[src/rtl/evt_tmr_pkg.sv]
// Shared constants for the event timer: register offsets, control-bit
// positions and the control/status record. Assumes byte addressing.
package evt_tmr_pkg;
    localparam int unsigned OFS_COUNT  = 'h00;
    localparam int unsigned OFS_TSTAMP = 'h08;
    localparam int unsigned OFS_CTRL   = 'h14;

    localparam int unsigned CB_EN  = 0;
    localparam int unsigned CB_PER = 1;
    localparam int unsigned CB_RLD = 2;
    localparam int unsigned CB_TC  = 7;

    typedef struct packed {
        logic tc;
        logic rld;
        logic per;
        logic en;
    } ctrl_t;
endpackage

[src/rtl/evt_tmr_tstamp.sv]
// Free-running timestamp. Advances by one on each tick and wraps
// naturally at TS_W bits. Assumes tick is a one-cycle strobe.
module evt_tmr_tstamp #(
    parameter int unsigned TS_W = 32
) (
    input  logic            clk,
    input  logic            rst_n,
    input  logic            tick,
    output logic [TS_W-1:0] ts_q
);
    // Count ticks, wrapping modulo 2**TS_W.
    always_ff @(posedge clk) begin
        if (!rst_n)    ts_q <= '0;
        else if (tick) ts_q <= ts_q + 1'b1;
    end
endmodule

[src/rtl/evt_tmr_cdown.sv]
// Countdown core. Holds the live count and a reload copy, both loaded
// byte-wise from the bus. Decrements on ticks while running. A count
// of 1 or 0 at a running tick is a terminal count. Assumes CNT_W is a
// multiple of 8 and no wider than DATA_W.
module evt_tmr_cdown #(
    parameter int unsigned CNT_W  = 32,
    parameter int unsigned DATA_W = 32,
    localparam int unsigned BE_W  = DATA_W / 8,
    localparam int unsigned NB    = CNT_W / 8
) (
    input  logic              clk,
    input  logic              rst_n,
    input  logic              tick,
    input  logic              run,
    input  logic              auto_rld,
    input  logic              ld_we,
    input  logic [BE_W-1:0]   ld_be,
    input  logic [DATA_W-1:0] ld_data,
    output logic [CNT_W-1:0]  cnt_q,
    output logic              tc_pulse
);
    logic [CNT_W-1:0] rld_q;
    logic [CNT_W-1:0] cnt_mrg;
    logic [CNT_W-1:0] rld_mrg;

    // Merge enabled bytes of the write data over the held values.
    for (genvar b = 0; b < NB; b++) begin : g_byte
        assign cnt_mrg[b*8 +: 8] = ld_be[b] ? ld_data[b*8 +: 8] : cnt_q[b*8 +: 8];
        assign rld_mrg[b*8 +: 8] = ld_be[b] ? ld_data[b*8 +: 8] : rld_q[b*8 +: 8];
    end

    // Terminal count: running tick with the count at one or zero.
    assign tc_pulse = run && tick && (cnt_q <= CNT_W'(1));

    // A bus load wins over a tick; otherwise decrement or end the count.
    always_ff @(posedge clk) begin
        if (!rst_n) begin
            cnt_q <= '0;
            rld_q <= '0;
        end else if (ld_we) begin
            cnt_q <= cnt_mrg;
            rld_q <= rld_mrg;
        end else if (run && tick) begin
            if (tc_pulse) cnt_q <= auto_rld ? rld_q : '0;
            else          cnt_q <= cnt_q - 1'b1;
        end
    end
endmodule

[src/rtl/evt_tmr_csr.sv]
// Control/status byte. A write sets the mode bits; bit 7 of a write
// clears the sticky flag, and a terminal count sets it (set wins).
// One-shot mode drops enable at terminal count unless a write lands
// in that same cycle.
module evt_tmr_csr
    import evt_tmr_pkg::*;
(
    input  logic       clk,
    input  logic       rst_n,
    input  logic       wr_stb,
    input  logic [7:0] wr_byte,
    input  logic       tc_pulse,
    output ctrl_t      ctrl_q
);
    logic unused_bits;
    assign unused_bits = ^wr_byte[6:3];

    // Update the mode bits and the sticky terminal-count flag.
    always_ff @(posedge clk) begin
        if (!rst_n) begin
            ctrl_q <= '0;
        end else begin
            if (wr_stb) begin
                ctrl_q.en  <= wr_byte[CB_EN];
                ctrl_q.per <= wr_byte[CB_PER];
                ctrl_q.rld <= wr_byte[CB_RLD];
            end else if (tc_pulse && !(ctrl_q.per && ctrl_q.rld)) begin
                ctrl_q.en  <= 1'b0;
            end
            ctrl_q.tc <= (ctrl_q.tc && !(wr_stb && wr_byte[CB_TC])) || tc_pulse;
        end
    end
endmodule

[src/rtl/evt_tmr_top.sv]
// Register-mapped event timer: byte-enabled count register, read-only
// timestamp and a control/status byte, decoded on a byte-offset bus.
// Reads are combinational from bus_addr. Unmapped offsets read 0 and
// ignore writes.
module evt_tmr_top
    import evt_tmr_pkg::*;
#(
    parameter int unsigned ADDR_W = 8,
    parameter int unsigned DATA_W = 32,
    parameter int unsigned CNT_W  = 32,
    parameter int unsigned TS_W   = 32,
    localparam int unsigned BE_W  = DATA_W / 8
) (
    input  logic              clk,
    input  logic              rst_n,
    input  logic              tick_en,
    input  logic [ADDR_W-1:0] bus_addr,
    input  logic              bus_we,
    input  logic [BE_W-1:0]   bus_be,
    input  logic [DATA_W-1:0] bus_wdata,
    output logic [DATA_W-1:0] bus_rdata,
    output logic              irq
);
    logic             hit_cnt, hit_ts, hit_ctrl;
    logic             cnt_we, ctrl_we;
    logic [7:0]       ctrl_wbyte;
    logic [CNT_W-1:0] cnt_q;
    logic [TS_W-1:0]  ts_q;
    logic             tc_pulse;
    ctrl_t            ctrl_q;
    logic             en_q, per_q, rld_q, flag_q;

    // Offset decode and write strobes.
    assign hit_cnt    = (bus_addr == ADDR_W'(OFS_COUNT));
    assign hit_ts     = (bus_addr == ADDR_W'(OFS_TSTAMP));
    assign hit_ctrl   = (bus_addr == ADDR_W'(OFS_CTRL));
    assign cnt_we     = bus_we && hit_cnt && (|bus_be);
    assign ctrl_we    = bus_we && hit_ctrl && bus_be[0];
    assign ctrl_wbyte = bus_wdata[7:0];

    assign en_q   = ctrl_q.en;
    assign per_q  = ctrl_q.per;
    assign rld_q  = ctrl_q.rld;
    assign flag_q = ctrl_q.tc;

    evt_tmr_tstamp #(.TS_W(TS_W)) u_ts (
        .clk   (clk),
        .rst_n (rst_n),
        .tick  (tick_en),
        .ts_q  (ts_q)
    );

    evt_tmr_cdown #(.CNT_W(CNT_W), .DATA_W(DATA_W)) u_cd (
        .clk      (clk),
        .rst_n    (rst_n),
        .tick     (tick_en),
        .run      (en_q),
        .auto_rld (per_q && rld_q),
        .ld_we    (cnt_we),
        .ld_be    (bus_be),
        .ld_data  (bus_wdata),
        .cnt_q    (cnt_q),
        .tc_pulse (tc_pulse)
    );

    evt_tmr_csr u_csr (
        .clk      (clk),
        .rst_n    (rst_n),
        .wr_stb   (ctrl_we),
        .wr_byte  (ctrl_wbyte),
        .tc_pulse (tc_pulse),
        .ctrl_q   (ctrl_q)
    );

    // Read mux; unmapped offsets and unused control bits read as zero.
    always_comb begin
        bus_rdata = '0;
        if (hit_cnt)       bus_rdata = DATA_W'(cnt_q);
        else if (hit_ts)   bus_rdata = DATA_W'(ts_q);
        else if (hit_ctrl) bus_rdata = DATA_W'({flag_q, 4'b0000, rld_q, per_q, en_q});
    end

    assign irq = flag_q;
endmodule

[config.mk]
export PLATFORM = sky130hd
export DESIGN_NAME = evt_tmr_top
export DESIGN_NICKNAME = d
export VERILOG_FILES = /design/src/rtl/evt_tmr_pkg.sv /design/src/rtl/evt_tmr_tstamp.sv /design/src/rtl/evt_tmr_cdown.sv /design/src/rtl/evt_tmr_csr.sv /design/src/rtl/evt_tmr_top.sv
export SDC_FILE = /design/constraint.sdc
export NUM_CORES = 1
export LEC_CHECK = 0
export BUFFER_PORTS_ARGS = -buffer_cell sky130_fd_sc_hd__buf_4
export CAP_MARGIN = 30
export CORE_ASPECT_RATIO = 1.2
export CORE_MARGIN = 5
export CORE_UTILIZATION = 25
export CTS_BUF_LIST = sky130_fd_sc_hd__clkbuf_8 sky130_fd_sc_hd__clkbuf_16
export CTS_CLUSTER_DIAMETER = 100
export CTS_CLUSTER_SIZE = 30
export DETAILED_ROUTE_END_ITERATION = 8
export GPL_ROUTABILITY_DRIVEN = 0
export PLACE_DENSITY = 0.43
export SLEW_MARGIN = 10
export SYNTH_ARGS = -nofsm -noshare
export SYNTH_HDL_FRONTEND = slang
export SYNTH_HIERARCHICAL = 1
export SYNTH_SLANG_ARGS = --single-unit
export TNS_END_PERCENT = 10
[constraint.sdc]
create_clock -name clk -period 2.6 [get_ports clk]
set_input_delay 0.13 -clock clk [delete_from_list [all_inputs] [get_ports clk]]
set_output_delay 0.13 -clock clk [all_outputs]
set_load 0.01 [all_outputs]
Word-level counts from Yosys, hierarchy flattened
Index checks and enable logic that the tools add are counted.
{"block": "op_classes", "eq_ne": 6, "magnitude_cmp": 1, "n_reduce_logical": 25, "n_addsub": 2, "n_mux": 13}
{"cell": "32-bit 2-to-1 mux", "count": 6}
{"cell": "8-bit 2-to-1 mux", "count": 5}
{"cell": "32-bit by 1-bit adder with 32-bit output (second input constant)", "count": 1}
{"cell": "32-bit by 1-bit <= comparator with 1-bit output (second input constant)", "count": 1}
{"cell": "32-bit by 1-bit subtractor with 32-bit output (second input constant)", "count": 1}
{"cell": "2-bit AND reduction", "count": 8}
{"cell": "1-bit logical AND", "count": 10}
{"cell": "8-bit by 4-bit == test with 1-bit output (second input constant)", "count": 1}
{"cell": "8-bit by 5-bit == test with 1-bit output (second input constant)", "count": 1}
{"cell": "8-bit logical NOT", "count": 1}
{"cell": "2-bit inequality test (second input constant)", "count": 4}
{"cell": "2-bit nonzero test", "count": 2}
{"cell": "4-bit OR reduction", "count": 1}
{"cell": "1-bit logical NOT", "count": 2}
{"cell": "1-bit 2-to-1 mux", "count": 2}
{"cell": "1-bit logical OR", "count": 1}
{"block": "totals", "output_inout_bits": 33, "inputBits": 48, "reg_bits": 100}

Logic depth before layout (Yosys ltp)
Gate-level depths: netlist of the first run.
{"block": "logic_depth", "word_depth": 7, "mapped_depth": 11, "ltp_nobuf": 8}

Hierarchy
Netlist of the first run, hierarchy kept.
{"module": "evt_tmr_cdown", "n_inst": 1, "cells_per_inst": 481, "area_each_um2": 3611.0}
{"module": "evt_tmr_tstamp", "n_inst": 1, "cells_per_inst": 176, "area_each_um2": 1562.7}
{"module": "evt_tmr_top", "n_inst": 1, "cells_per_inst": 86, "area_each_um2": 606.8}
{"module": "evt_tmr_csr", "n_inst": 1, "cells_per_inst": 14, "area_each_um2": 152.6}

Least setup slack after synthesis of the first run
OpenSTA, ideal clock, no wires.
{"block": "synth_path", "path_type": "input -> register", "from": "input port bus_addr[1]", "to": "register u_cd.cnt_q[28]", "arrival_ns": 2.422, "slack_ns": 0.056, "cell_stages": 10, "required_time_ns": 2.478, "cell_sequence": "or4_1 > or3_1 > buf_6 > nor4b_2 > clkbuf_1 > clkbuf_1 > clkbuf_1 > nand3b_1 > o211ai_1 > a21oi_1"}
{"block": "synth_between", "elab_chain_len": 5, "elab_cells_between_ends": 7, "cone_classes": "1 x eq/ne; 1 x mux; 5 x reduce/logical"}
{"element": "start, declared", "line": "evt_tmr_top.sv:17", "rtl": "input logic [ADDR_W-1:0] bus_addr,"}
{"element": "8-bit logical NOT (*)", "line": "evt_tmr_top.sv:34", "rtl": "assign hit_cnt = (bus_addr == ADDR_W'(OFS_COUNT));"}
{"element": "1-bit logical AND (*) (2 in series)", "line": "evt_tmr_top.sv:37", "rtl": "assign cnt_we = bus_we && hit_cnt && (|bus_be);"}
{"element": "named net cnt_we", "line": "evt_tmr_top.sv:25", "rtl": "logic cnt_we, ctrl_we;"}
{"element": "2-bit inequality test (no source line) or 2-bit nonzero test (tied branches)"}
{"element": "2-bit AND reduction (no source line)"}
{"element": "end signal, assigned", "line": "evt_tmr_cdown.sv:41", "rtl": "cnt_q <= cnt_mrg;"}
{"element": "end signal, assigned", "line": "evt_tmr_cdown.sv:44", "rtl": "if (tc_pulse) cnt_q <= auto_rld ? rld_q : '0;"}
{"element": "end signal, assigned", "line": "evt_tmr_cdown.sv:45", "rtl": "else cnt_q <= cnt_q - 1'b1;"}
{"element": "end, declared", "line": "evt_tmr_cdown.sv:19", "rtl": "output logic [CNT_W-1:0] cnt_q,"}
Mark *: on every way through the listed nets, which the timed path passes. The rest lies on a longest branch.
A chain may end at the register's enable or synchronous reset.

Worst setup path after layout of the first run
{"block": "layout_path", "from": "register u_cd.cnt_q[0]", "to": "register u_cd.cnt_q[9]"}
{"block": "layout_between", "elab_chain_len": 5, "elab_cells_between_ends": 6, "cone_classes": "1 x add/sub; 1 x order compare; 3 x mux; 1 x reduce/logical"}
{"element": "32-bit by 1-bit <= comparator with 1-bit output", "line": "evt_tmr_cdown.sv:33", "rtl": "assign tc_pulse = run && tick && (cnt_q <= CNT_W'(1));"}
{"element": "1-bit logical AND", "line": "evt_tmr_cdown.sv:33"}
{"element": "32-bit 2-to-1 mux (*)", "line": "evt_tmr_cdown.sv:44"}
{"element": "32-bit 2-to-1 mux (*)", "line": "evt_tmr_cdown.sv:43", "rtl": "end else if (run && tick) begin"}
{"element": "32-bit 2-to-1 mux (*)", "line": "evt_tmr_cdown.sv:40", "rtl": "end else if (ld_we) begin"}
Mark *: on every way between the ends. The rest lies on a longest branch, timed or not. The select of a mux whose other input is x is not followed.

==> reports/results.ini, run 1 <==
[run_status]
status=completed

[clocking]
cts.root.buffer_cell=clkbuf_16
clock_insertion_delay_worst_skew_ns=0.35
clock_sink_count=100
post_cts_resize_count=0
ctsHtreeMaxLevel=3
postCtsHoldBufs=0
number_of_buffers_on_the_longest_clock_path=2
cts_tree=done
cts.clk_slew.worst_paths_ns=0.07
cts_inserted_buffers=9
setup_buffers_after_cts=0

[synthesis]
syn_nets=808
yosysWarningCount=6
syn-instance-count=757
synthesis.area_um2=5930
synth_enable_flop_cells=0
synth.ff_latch_count=100
sequential_share_of_the_synthesized_area_pct=33.7
yosys_most_used_dff=dfxtp_1
synth_area_per_cell_um2=7.84
ys_types=63
async_flop_share_pct=0

[run]
drv.max_cap_violation_count=0

[floorplanning]
core-area_um2=23300
dieArea_um2=26900
start_util_pct=25.5
die_h_um=179
fp.dieW_um=151
floorplan.io_pins=81
fp-row-count=61

[critical_path]
timing.setup.critical_path_class=reg -> reg
worst-path-max-fanout=21
cp.arrival_ns=2.65
critPathLaunchType=register
worst_setup_path_end_kind=register
required_worst_endpoint_ns=2.87

[global_routing]
grt_pass1_wl_um=32300
number_of_antenna_violations_at_the_first_check_in_global_routing=0
global_route_total_usage_across_every_layer_pct=15.2
grt_overflow=0
number_of_global_route_vias_before_repair=5812
grt_start_max_net_pins=50

[sta]
grt_setup_unrepaired=no
period_needed_ns=2.38
finalHoldViolations=0
finClkSkew_ns=0.00869
slew_headroom_pct=52.4
fmaxAchievable_ghz=0.420
setup-violations-final=0
worst_slew_pin_slew_ns=0.714
period_share_pct=91.7
setup_tns_ns=0
report.final.slew_viol_count=0

[pwr]
sequentialPowerShare_pct=49.8
power_switching_w=0.000730
clkPwrFrac_pct=43.7
fin_total_pwr_w=0.00309
swShare_pct=23.6
leakage_nw=3.00
internal_power_w=0.00236
combinationalPowerShare_pct=6.6
power.density_cell_area_nw_per_um2=413
irDropWorstVdd_v=0.000303

[placement]
detailed_place_hpwl_um=15700
port_buffers=80

[layout]
multi_input_area_um2=3660
design.final.nets=909
layout.filler_cells=2554
n_antenna_cell=0
seq_area_um2=2000
area.growth.synth_to_final_pct=26.2
final_layout_size_suffix_gt1_share_pct=20.9
finalCoreUtilization_pct=32.2

[routing]
antenna_left=0
routedWlPerCell_um=17.4
drt_iter0_drc=529
dr_total_vias=5838
drc_errors=0
route.final.wire_length_um=20500
drt_pass1_iterations=5
via_per_inst=4.96

[hold_path]
min_path_type=in -> reg

-- cell usage after synthesis, types with 7 or more instances --
library cell,instances,area share (%)
nand2_1,120,7.6
dfxtp_1,100,34
a21oi_1,56,4.7
nor2_1,55,3.5
nand3_1,48,4.0
clkbuf_1,37,2.3
mux2i_1,34,5.7
o21ai_0,26,2.2
nand3b_1,25,3.2
xnor2_1,20,3.0
a31oi_1,18,1.9
xor2_1,18,2.7
nand2b_1,17,1.8
nand4_1,13,1.4
a311oi_1,12,1.8
nor3_1,10,0.84
nor4_1,10,1.1
o211ai_1,10,1.3
inv_1,8,0.51
or4_1,8,1.0
o41ai_1,7,1.0
or3_1,7,0.74
-- metal layers --
metal / track usage [%] / routed length [um] / vias to the layer above
met2: 24.8 / 9530 / 104
met5: 0 / 0 / -
met4: 4.46 / 248 / 0
met3: 1.54 / 585 / 12
met1: 21.3 / 10100 / 2770
li1: - / - / 2952
-- worst paths after layout --
kind | startpoint | endpoint | slack [ns] | depth (start not counted)
max | u_cd/cnt_q[0] | u_cd/cnt_q[9] | 0.22 | 9
min | bus_wdata[14] | u_cd/rld_q[14] | 0.03 | 3
max reg2reg | u_cd/cnt_q[0] | u_cd/cnt_q[9] | 0.22 | 9
min reg2reg | u_cd/rld_q[24] | u_cd/rld_q[24] | 0.46 | 2
-- worst max-delay path: stages (launching register included) --
cell and delay (ns):
dfxtp_1 0.38, inv_1 0.08, ha_1 0.21, o211ai_1 0.13
or4_4 0.48, nor3_4 0.17, and2_1 0.27, buf_12 0.19
nand3_1 0.12, a311oi_1 0.26
-- per-stage QoR --
stage | setup WS [ns] | hold slack, ns | cell area, um^2 | instances
finish | 0.216 | 0.0314 | 7490 | 1178
global route | 0.0521 | 0.0273 | 7490 | 1178
CTS | 0.218 | 0.0158 | 7490 | 1178
detailed placement | 0.0613 | 0.401 | 7200 | 1162
global placement | 0.0836 | 0.396 | 7200 | 1162
floorplan | 0.0564 | 0.248 | 5930 | 757
-- layout make-up --
cell class              count  share of cell area (%)
multi-input cells         595                    48.8
flip-flops and latches    100                    26.7
repair buffers            144                    14.9
well taps                 315                    5.26
clock buffers               9                    3.01
clock inverters             7                   0.802
inverters                   8                   0.401
-- state kept, by name, indices dropped and copies added, names as in the netlist --
name / flops
u_cd/cnt_q: 32
u_csr/ctrl_q: 4
u_ts/ts_q: 32
u_cd/rld_q: 32
-- cell families (layout without fill, tap and decap cells) --
group           count (synthesis)  after routing  share of synthesized area, %
compound gates                164            164                          18.1
simple gates                  356            356                          31.3
mux                            34             34                          5.74
buf+inv                        62            168                          4.87
flops                         100            100                          33.7
xor+xnor                       38             38                          5.61
fa+ha+maj                       3              3                         0.633
-- cells in the final DEF, fill, tap and decap left out, types with 10 or more instances in the layout --
cell	n
a21oi_1	56
nand3b_1	25
nand3_1	48
xor2_1	18
inv_1	10
xnor2_1	20
o21ai_0	26
o211ai_1	10
buf_4	141
nand2b_1	17
nor2_1	55
a31oi_1	18
dfxtp_1	100
nand4_1	13
nand2_1	120
nor3_1	10
a311oi_1	12
mux2i_1	34
-- power by group through the flow --
stage          Clock [W]  Sequential [W]  Combinational, W
2_1_floorplan          0         0.00157          0.000102
3_3_place_gp           0         0.00157          0.000207
3_5_place_dp           0         0.00158          0.000204
4_1_cts          0.00141         0.00154          0.000205
5_1_grt          0.00146         0.00154          0.000220
6_report         0.00135         0.00154          0.000203
No activity file was read; power rests on OpenSTA's default activity.
==> run 2, diff against run 1 <==
Clock period 2.6 ns to 2 ns, I/O delays scaled along.
==> run 2 against run 1 <==
Net effect:
- the run now ends with negative setup slack left
- critical path depth decreased by 2
- clock-buffer cell count is the same
- utilization up 3.6 points
- global-route usage increased by 0.36 points
- die area did not move
- design area grew 11%
- register-to-register slack got worse by 0.35 ns
- fmax rose by 12%
- critical endpoint is now u_cd/cnt_q[2]
- largest power group unchanged
==> reports/results.ini, run 2 (synthesized netlist as in run 1, its figures left out) <==
[run_status]
status=finished, violations left
violations=negative setup slack

[routing]
drc_errors=0  ; unchanged
drt_iter0_drc=423  ; -20%
routedWlPerCell_um=16.8  ; -3.1%
dr_total_vias=6133  ; +5.1%
antenna_left=0  ; unchanged
drt_pass1_iterations=5  ; unchanged
route.final.wire_length_um=21200  ; +3.7%
via_per_inst=4.86  ; -1.9%

[floorplanning]
start_util_pct=25.5  ; unchanged
fp.dieW_um=151  ; unchanged
core-area_um2=23300  ; unchanged
dieArea_um2=26900  ; unchanged
floorplan.io_pins=81  ; unchanged
die_h_um=179  ; unchanged
fp-row-count=61  ; unchanged

[placement]
port_buffers=80  ; unchanged
detailed_place_hpwl_um=16100  ; +2.7%
detailedPlace.worstSlack_ns=-0.371  ; -0.432 ns
postPlaceCellArea_um2=7710  ; +7.1%

[clocking]
cts_inserted_buffers=9  ; unchanged
cts_tree=done
clock_insertion_delay_worst_skew_ns=0.36  ; about the same
cts.clk_slew.worst_paths_ns=0.08  ; about the same
cts.root.buffer_cell=clkbuf_16
number_of_buffers_on_the_longest_clock_path=2  ; unchanged
clock_sink_count=100  ; unchanged
ctsHtreeMaxLevel=3  ; unchanged

[critical_path]
worst_r2r_startpoint=u_cd/cnt_q[23]
required_worst_endpoint_ns=2.26  ; -0.61 ns
cp.arrival_ns=2.40  ; -0.25 ns
critPathLaunchType=register
worst-path-max-fanout=10  ; -52%
timing.reg2reg.setup_slack_ns=-0.14  ; -0.35 ns
worst_reg2reg_endpoint=u_cd/cnt_q[2]
timing.setup.critical_path_class=reg -> reg
timing.reg2reg.worst_path_depth=7  ; -2
worst_setup_path_end_kind=register

[hold_path]
whs_endpoint=u_cd/rld_q[7]
min_path_type=in -> reg
worst_hold_startpoint=bus_wdata[7]
hold_depth=3  ; unchanged

[layout]
layout.filler_cells=2473  ; -3.2%
multi_input_area_um2=3780  ; +3.2%
finalCoreUtilization_pct=35.8  ; +3.6 points
final_instance_area_um2=8320  ; +11%
area.growth.synth_to_final_pct=40.3
design.final.nets=992  ; +9.1%
biggestRegsByFlops=u_cd/cnt_q: 32 flops, u_cd/rld_q: 32 flops, u_ts/ts_q: 32 flops
commonest_cells_after_routing_fill_and_taps_aside=buf_4 (201), nand2_1 (118), dfxtp_1 (96)
final_common_cell=buf_4
n_antenna_cell=0  ; unchanged
final_layout_size_suffix_gt1_share_pct=28.9  ; +8.0 points
seq_area_um2=2010  ; +0.38%

[pwr]
power.density_cell_area_nw_per_um2=483  ; +17%
fin_total_pwr_w=0.00402  ; +30%
irDropWorstVdd_v=0.000374  ; +23%
leakage_nw=3.41  ; +14%

[sta]
period_share_pct=107  ; +15 points
worst_slew_pin_slew_ns=0.695  ; -0.0185 ns
fmaxAchievable_ghz=0.468  ; +12%
setup_tns_ns=-2.65  ; -2.65 ns
slew_headroom_pct=53.6  ; +1.2 points
setup-violations-final=33  ; +33
finClkSkew_ns=0.00939  ; +0.000706 ns
period_needed_ns=2.14  ; -0.246 ns
grt_setup_unrepaired=yes
fin_ws_ns=-0.138  ; -0.354 ns
report.final.slew_viol_count=0  ; unchanged
finalHoldViolations=0  ; unchanged

[global_routing]
grt_start_max_net_pins=50  ; unchanged
number_of_antenna_violations_at_the_first_check_in_global_routing=0  ; unchanged
number_of_global_route_vias_before_repair=5909  ; +1.7%
grt_overflow=0  ; unchanged
grt_pass1_wl_um=32900  ; +1.7%
global_route_total_usage_across_every_layer_pct=15.6  ; +0.36 points

[run]
drv.max_cap_violation_count=0  ; unchanged

==> run 2: how the worst max path moves through the flow <==
stage / start / endpoint / slack [ns] / cells after the start
after floorplan: bus_addr[1] / u_cd/cnt_q[22] / -0.29 / 10
after global placement: bus_addr[1] / u_cd/cnt_q[25] / -0.35 / 10
after detailed placement: bus_addr[1] / u_cd/cnt_q[22] / -0.37 / 9
after CTS: u_cd/cnt_q[23] / u_cd/cnt_q[2] / -0.16 / 7
after global routing: u_cd/cnt_q[1] / u_cd/cnt_q[7] / -0.24 / 9
final: u_cd/cnt_q[23] / u_cd/cnt_q[2] / -0.14 / 7
==> run 2: final cells by class <==
cell class                 count  share of cell area [%]
multi-input combinational    595                    45.4
sequential                   100                    24.1
timing repair buffer         227                    22.1
tap                          315                    4.73
clock buffer                   9                    2.71
clock inverter                 7                   0.616
inverter                       8                   0.361
==> run 2: timing repair <==
action / in CTS / in global routing
cloned: 0 / 2
hold buffers: 17 / 0
setup endpoints to repair: 33 / 40
pin swaps: 11 / 14
resized for setup: 14 / 17
endpoints found under the hold margin: 17 / 0
buffers inserted: 0 / 2
==> run 2: metal layers <==
| layer | up-vias | part of all wire (%) | global-route usage (%) |
|---|---|---|---|
| li1 | 3115 | - | - |
| met1 | 2894 | 48 | 21.8 |
| met2 | 117 | 48 | 25.4 |
| met3 | 7 | 3.5 | 2.28 |
| met4 | 0 | 0.67 | 3.55 |
| met5 | - | 0 | 0 |
==> run 2: worst max-delay path, cell delays in order (launching register included) <==
cell      delay [ns]
dfxtp_2         0.32
or3_4           0.37
or3_4           0.40
nor3_4          0.21
and2_4          0.23
buf_12          0.15
nand3_1         0.11
a311oi_2        0.25
==> run 2: metrics by stage <==
step / cells / hold WS (ns)
floorplan: 757 / 0.218
global placement: 1224 / 0.363
detailed placement: 1224 / 0.368
CTS: 1257 / 0.000738
global route: 1261 / 0.0102
finish: 1261 / 0.0119
==> run 2: power breakdown <==
group / internal [W] / leakage (nW) / total, W / switching, W
clock network: 0.000852 / 0.131 / 0.00170 / 0.000850
registers: 0.00199 / 0.808 / 0.00200 / 0.00000531
logic: 0.000163 / 2.48 / 0.000318 / 0.000155
==> run 3, diff against run 2 <==
Settings changed: SYNTH_HIERARCHICAL 1 to unset.
==> run 3 against run 2 <==
Net effect:
- the flow still finishes with violations (negative setup slack)
- sequential share of layout area is 0.31 points lower
- first-iteration DRC count is 25% lower
- die area is 1.6% lower
- synthesized area is 1.8% lower
- via count is 0.26% higher
- clock power is 23% higher
- critical path depth stayed put
- clock-buffer cell count stayed put
- power is 9.1% higher
- critical endpoint is now u_cd.cnt_q[4]
==> reports/results.ini, run 3 <==
[layout]
final_layout_size_suffix_gt1_share_pct=31.6  ; +2.8 points
biggestRegsByFlops=u_cd.cnt_q: 32 flops, u_cd.rld_q: 32 flops, u_ts.ts_q: 32 flops
final_common_cell=buf_4
multi_input_area_um2=3720  ; -1.6%
area.growth.synth_to_final_pct=44.7
n_antenna_cell=0  ; unchanged
layout.filler_cells=2489  ; +0.65%
commonest_cells_after_routing_fill_and_taps_aside=buf_4 (202), nand2_1 (109), dfxtp_1 (94)
seq_area_um2=2010  ; unchanged
design.final.nets=963  ; -2.9%

[synthesis]
yosysMostFrequentCell=nand2_1
synth_top_area_share_pct=34.3  ; +0.60 points
synthSimpleGateAreaFrac_pct=27.5  ; -3.8 points
synth.top_cells.by_count=nand2_1 (109), dfxtp_1 (100), nor2_1 (54)
share_of_the_synthesized_area_in_compound_gates_ao_oa_aoi_oai_pct=22.2  ; +4.1 points
sequential_share_of_the_synthesized_area_pct=34.3  ; +0.60 points
post_synth_mux_area_share_pct=5.22  ; -0.52 points
synth.ff_latch_count=100  ; unchanged
adder_cell_share_of_the_synthesized_area_pct=0.644  ; +0.011 points
synthTopCellsByArea=dfxtp_1 (34%), nand2_1 (7.0%), a22o_1 (4.8%)
synthesis.area_um2=5830  ; -1.8%
synth_area_per_cell_um2=8.09  ; +3.2%
synth_enable_flop_cells=0  ; unchanged
synth_top_family_by_area=simple AND/OR/NAND/NOR gates
syn-instance-count=721  ; -4.8%
synthDominantAreaCellType=dfxtp_1
yosys_most_used_dff=dfxtp_1
syn_nets=772  ; -4.5%
ys_types=66  ; +4.8%
yosysWarningCount=0  ; -6
synthXorXnorAreaFrac_pct=5.26  ; -0.35 points
async_flop_share_pct=0  ; unchanged

[pwr]
internal_power_w=0.00338  ; +12%
clkPwrFrac_pct=47.7  ; +5.3 points
swShare_pct=22.9  ; -2.2 points
fin_total_pwr_w=0.00439  ; +9.1%
leakage_nw=3.59  ; +5.1%
irDropWorstVdd_v=0.000396  ; +6.1%
sequentialPowerShare_pct=45.5  ; -4.2 points
power_switching_w=0.00101  ; -0.47%
combinationalPowerShare_pct=6.7  ; -1.2 points
power.density_cell_area_nw_per_um2=520  ; +7.7%

[global_routing]
number_of_antenna_violations_at_the_first_check_in_global_routing=0  ; unchanged
number_of_global_route_vias_before_repair=5979  ; +1.2%
global_route_total_usage_across_every_layer_pct=16.8  ; +1.2 points
grt_pass1_wl_um=34500  ; +5.1%
grt_start_max_net_pins=33  ; -34%
grt_overflow=0  ; unchanged

[sta]
setup-violations-final=33  ; unchanged
hold_slack_ns=0.00415  ; -0.00770 ns
worst_slew_pin_slew_ns=0.470  ; -0.225 ns
grt_setup_unrepaired=yes
finClkSkew_ns=0.00941  ; +0.0000123 ns
period_share_pct=111  ; +4.5 points
slew_headroom_pct=67.8  ; +14 points
finalHoldViolations=0  ; unchanged
report.final.slew_viol_count=0  ; unchanged
fin_ws_ns=-0.228  ; -0.0906 ns
fmaxAchievable_ghz=0.449  ; -4.1%
period_needed_ns=2.23  ; +0.0906 ns

[routing]
routedWlPerCell_um=18.2  ; +8.0%
drt_pass1_iterations=5  ; unchanged
antenna_left=0  ; unchanged
drt_iter0_drc=316  ; -25%
via_per_inst=4.99  ; +2.6%
route.final.wire_length_um=22400  ; +5.5%
dr_total_vias=6149  ; +0.26%
drc_errors=0  ; unchanged

[clocking]
ctsHtreeMaxLevel=3  ; unchanged
cts.clk_slew.worst_paths_ns=0.08  ; about the same
clock_insertion_delay_worst_skew_ns=0.36  ; about the same
cts_tree=done
cts_inserted_buffers=9  ; unchanged
clock_sink_count=100  ; unchanged
cts.root.buffer_cell=clkbuf_16
number_of_buffers_on_the_longest_clock_path=2  ; unchanged

[floorplanning]
die_h_um=177  ; -0.83%
core-area_um2=23000  ; -0.98%
start_util_pct=25.3  ; -0.20 points
fp-row-count=61  ; unchanged
floorplan.io_pins=81  ; unchanged
dieArea_um2=26500  ; -1.6%
fp.dieW_um=149  ; -0.82%

[critical_path]
required_worst_endpoint_ns=2.29  ; +0.03 ns
worst_r2r_startpoint=u_cd.cnt_q[26]
critical_path.max_stage_delay_ns=0.55  ; +0.15 ns
timing.reg2reg.setup_slack_ns=-0.23  ; -0.09 ns
critPathSlowestCell=or4_4
worst-path-max-fanout=6  ; -4
cp_cell_sequence=or4_4 > nor4_4 > buf_4 > and3_4 > buf_12 > mux2_2 > o22ai_2
worst_setup_path_end_kind=register
timing.reg2reg.worst_path_depth=7  ; unchanged
critPathLaunchType=register
timing.setup.critical_path_class=reg -> reg
cp.arrival_ns=2.52  ; +0.12 ns
worst_reg2reg_endpoint=u_cd.cnt_q[4]

[run_status]
violations=negative setup slack
status=finished, violations left

[hold_path]
worst_hold_startpoint=bus_wdata[20]
hold_depth=3  ; unchanged
whs_endpoint=u_cd.rld_q[20]
min_path_type=in -> reg

[run]
drv.max_cap_violation_count=0  ; unchanged

[placement]
detailed_place_hpwl_um=17200  ; +6.6%
port_buffers=80  ; unchanged

run 3: changes by cell type in the layout (fill, tap and decap cells not counted), sizes merged, moves of 7 or more:
cell,before,now
o31a,2,9
nand4,14,22
nand3b,25,2
a311oi,12,1
o221ai,1,12
nand3,48,18
nand2,120,109
a22o,4,32
nor4,12,21
nand2b,17,5
a21oi,56,40
o41ai,8,1
o311ai,8,0
mux2i,34,27
run 3: layer usage:
layer / GRT usage [%] / up-vias / routed length, um
li1: - / 3062 / -
met3: 2.41 / 27 / 758
met4: 5.19 / 0 / 486
met2: 29.0 / 113 / 11200
met5: 0 / - / 0
met1: 21.6 / 2947 / 9980
run 3: power groups by stage:
stage	Clock (W)	Sequential (W)	Combinational [W]
final	0.00209	0.00200	0.000294
after floorplan	0	0.00205	0.0000991
after global routing	0.00221	0.00200	0.000321
after CTS	0.00216	0.00200	0.000295
after global placement	0	0.00205	0.000257
after detailed placement	0	0.00205	0.000258
run 3: stage by stage:
step           cells  util (%)  area [um^2]  setup WS [ns]  setup TNS [ns]
2_1_floorplan    721         -         5860         -0.283           -4.02
3_5_place_dp    1192      33.3         7670         -0.302           -4.85
3_3_place_gp    1192      33.3         7670         -0.279           -4.31
4_1_cts         1229      36.1         8310         -0.190           -3.32
5_1_grt         1232      36.6         8430         -0.273           -6.44
6_report        1232      36.6         8430         -0.228           -3.95
run 3: worst max path at each step:
stage                              start             end  cells past startpoint
final                     u_cd.cnt_q[26]   u_cd.cnt_q[4]                      7
after global routing      u_cd.cnt_q[26]   u_cd.cnt_q[4]                      7
after CTS                 u_cd.cnt_q[29]   u_cd.cnt_q[4]                      7
after detailed placement   u_cd.cnt_q[1]  u_cd.cnt_q[26]                      7
after global placement     u_cd.cnt_q[0]  u_cd.cnt_q[28]                      8
after floorplan            u_cd.cnt_q[0]  u_cd.cnt_q[31]                      9
run 3: what timing repair did:
action | in CTS | in global routing
endpoints found under the setup margin | 33 | 38
setup buffers | 1 | 2
gates resized for setup | 23 | 19
pin swaps | 18 | 7
hold buffers | 20 | 0
hold endpoints to repair | 20 | 0
gates cloned | 0 | 1
run 3: worst max-delay path, delay by kind of cell, from the launching register on:
family / cells / cell delay [ns]
muxes: 1 / 0.34
and+or+nand+nor: 3 / 1.05
AOI/OAI and AO/OA: 1 / 0.11
DFF: 1 / 0.32
buffers and inverters: 2 / 0.32
run 3: logic make-up (layout without fill, tap and decap cells):
logic type | Yosys count | count (layout)
AOI/OAI and AO/OA | 186 | 186
adders and majority gates | 3 | 3
xor gates and xnor gates | 35 | 35
DFF | 100 | 100
and+or+nand+nor | 305 | 305
buffers and inverters | 62 | 258
muxes | 30 | 30
run 3: area by class of cell:
class                           instances  area share (%)
Clock buffer                            9            2.67
Clock inverter                          7            1.42
Inverter                                8           0.386
Multi-Input combinational cell        559            44.1
Sequential cell                       100            23.8
Tap cell                              315            4.67
Timing Repair Buffer                  234            23.0
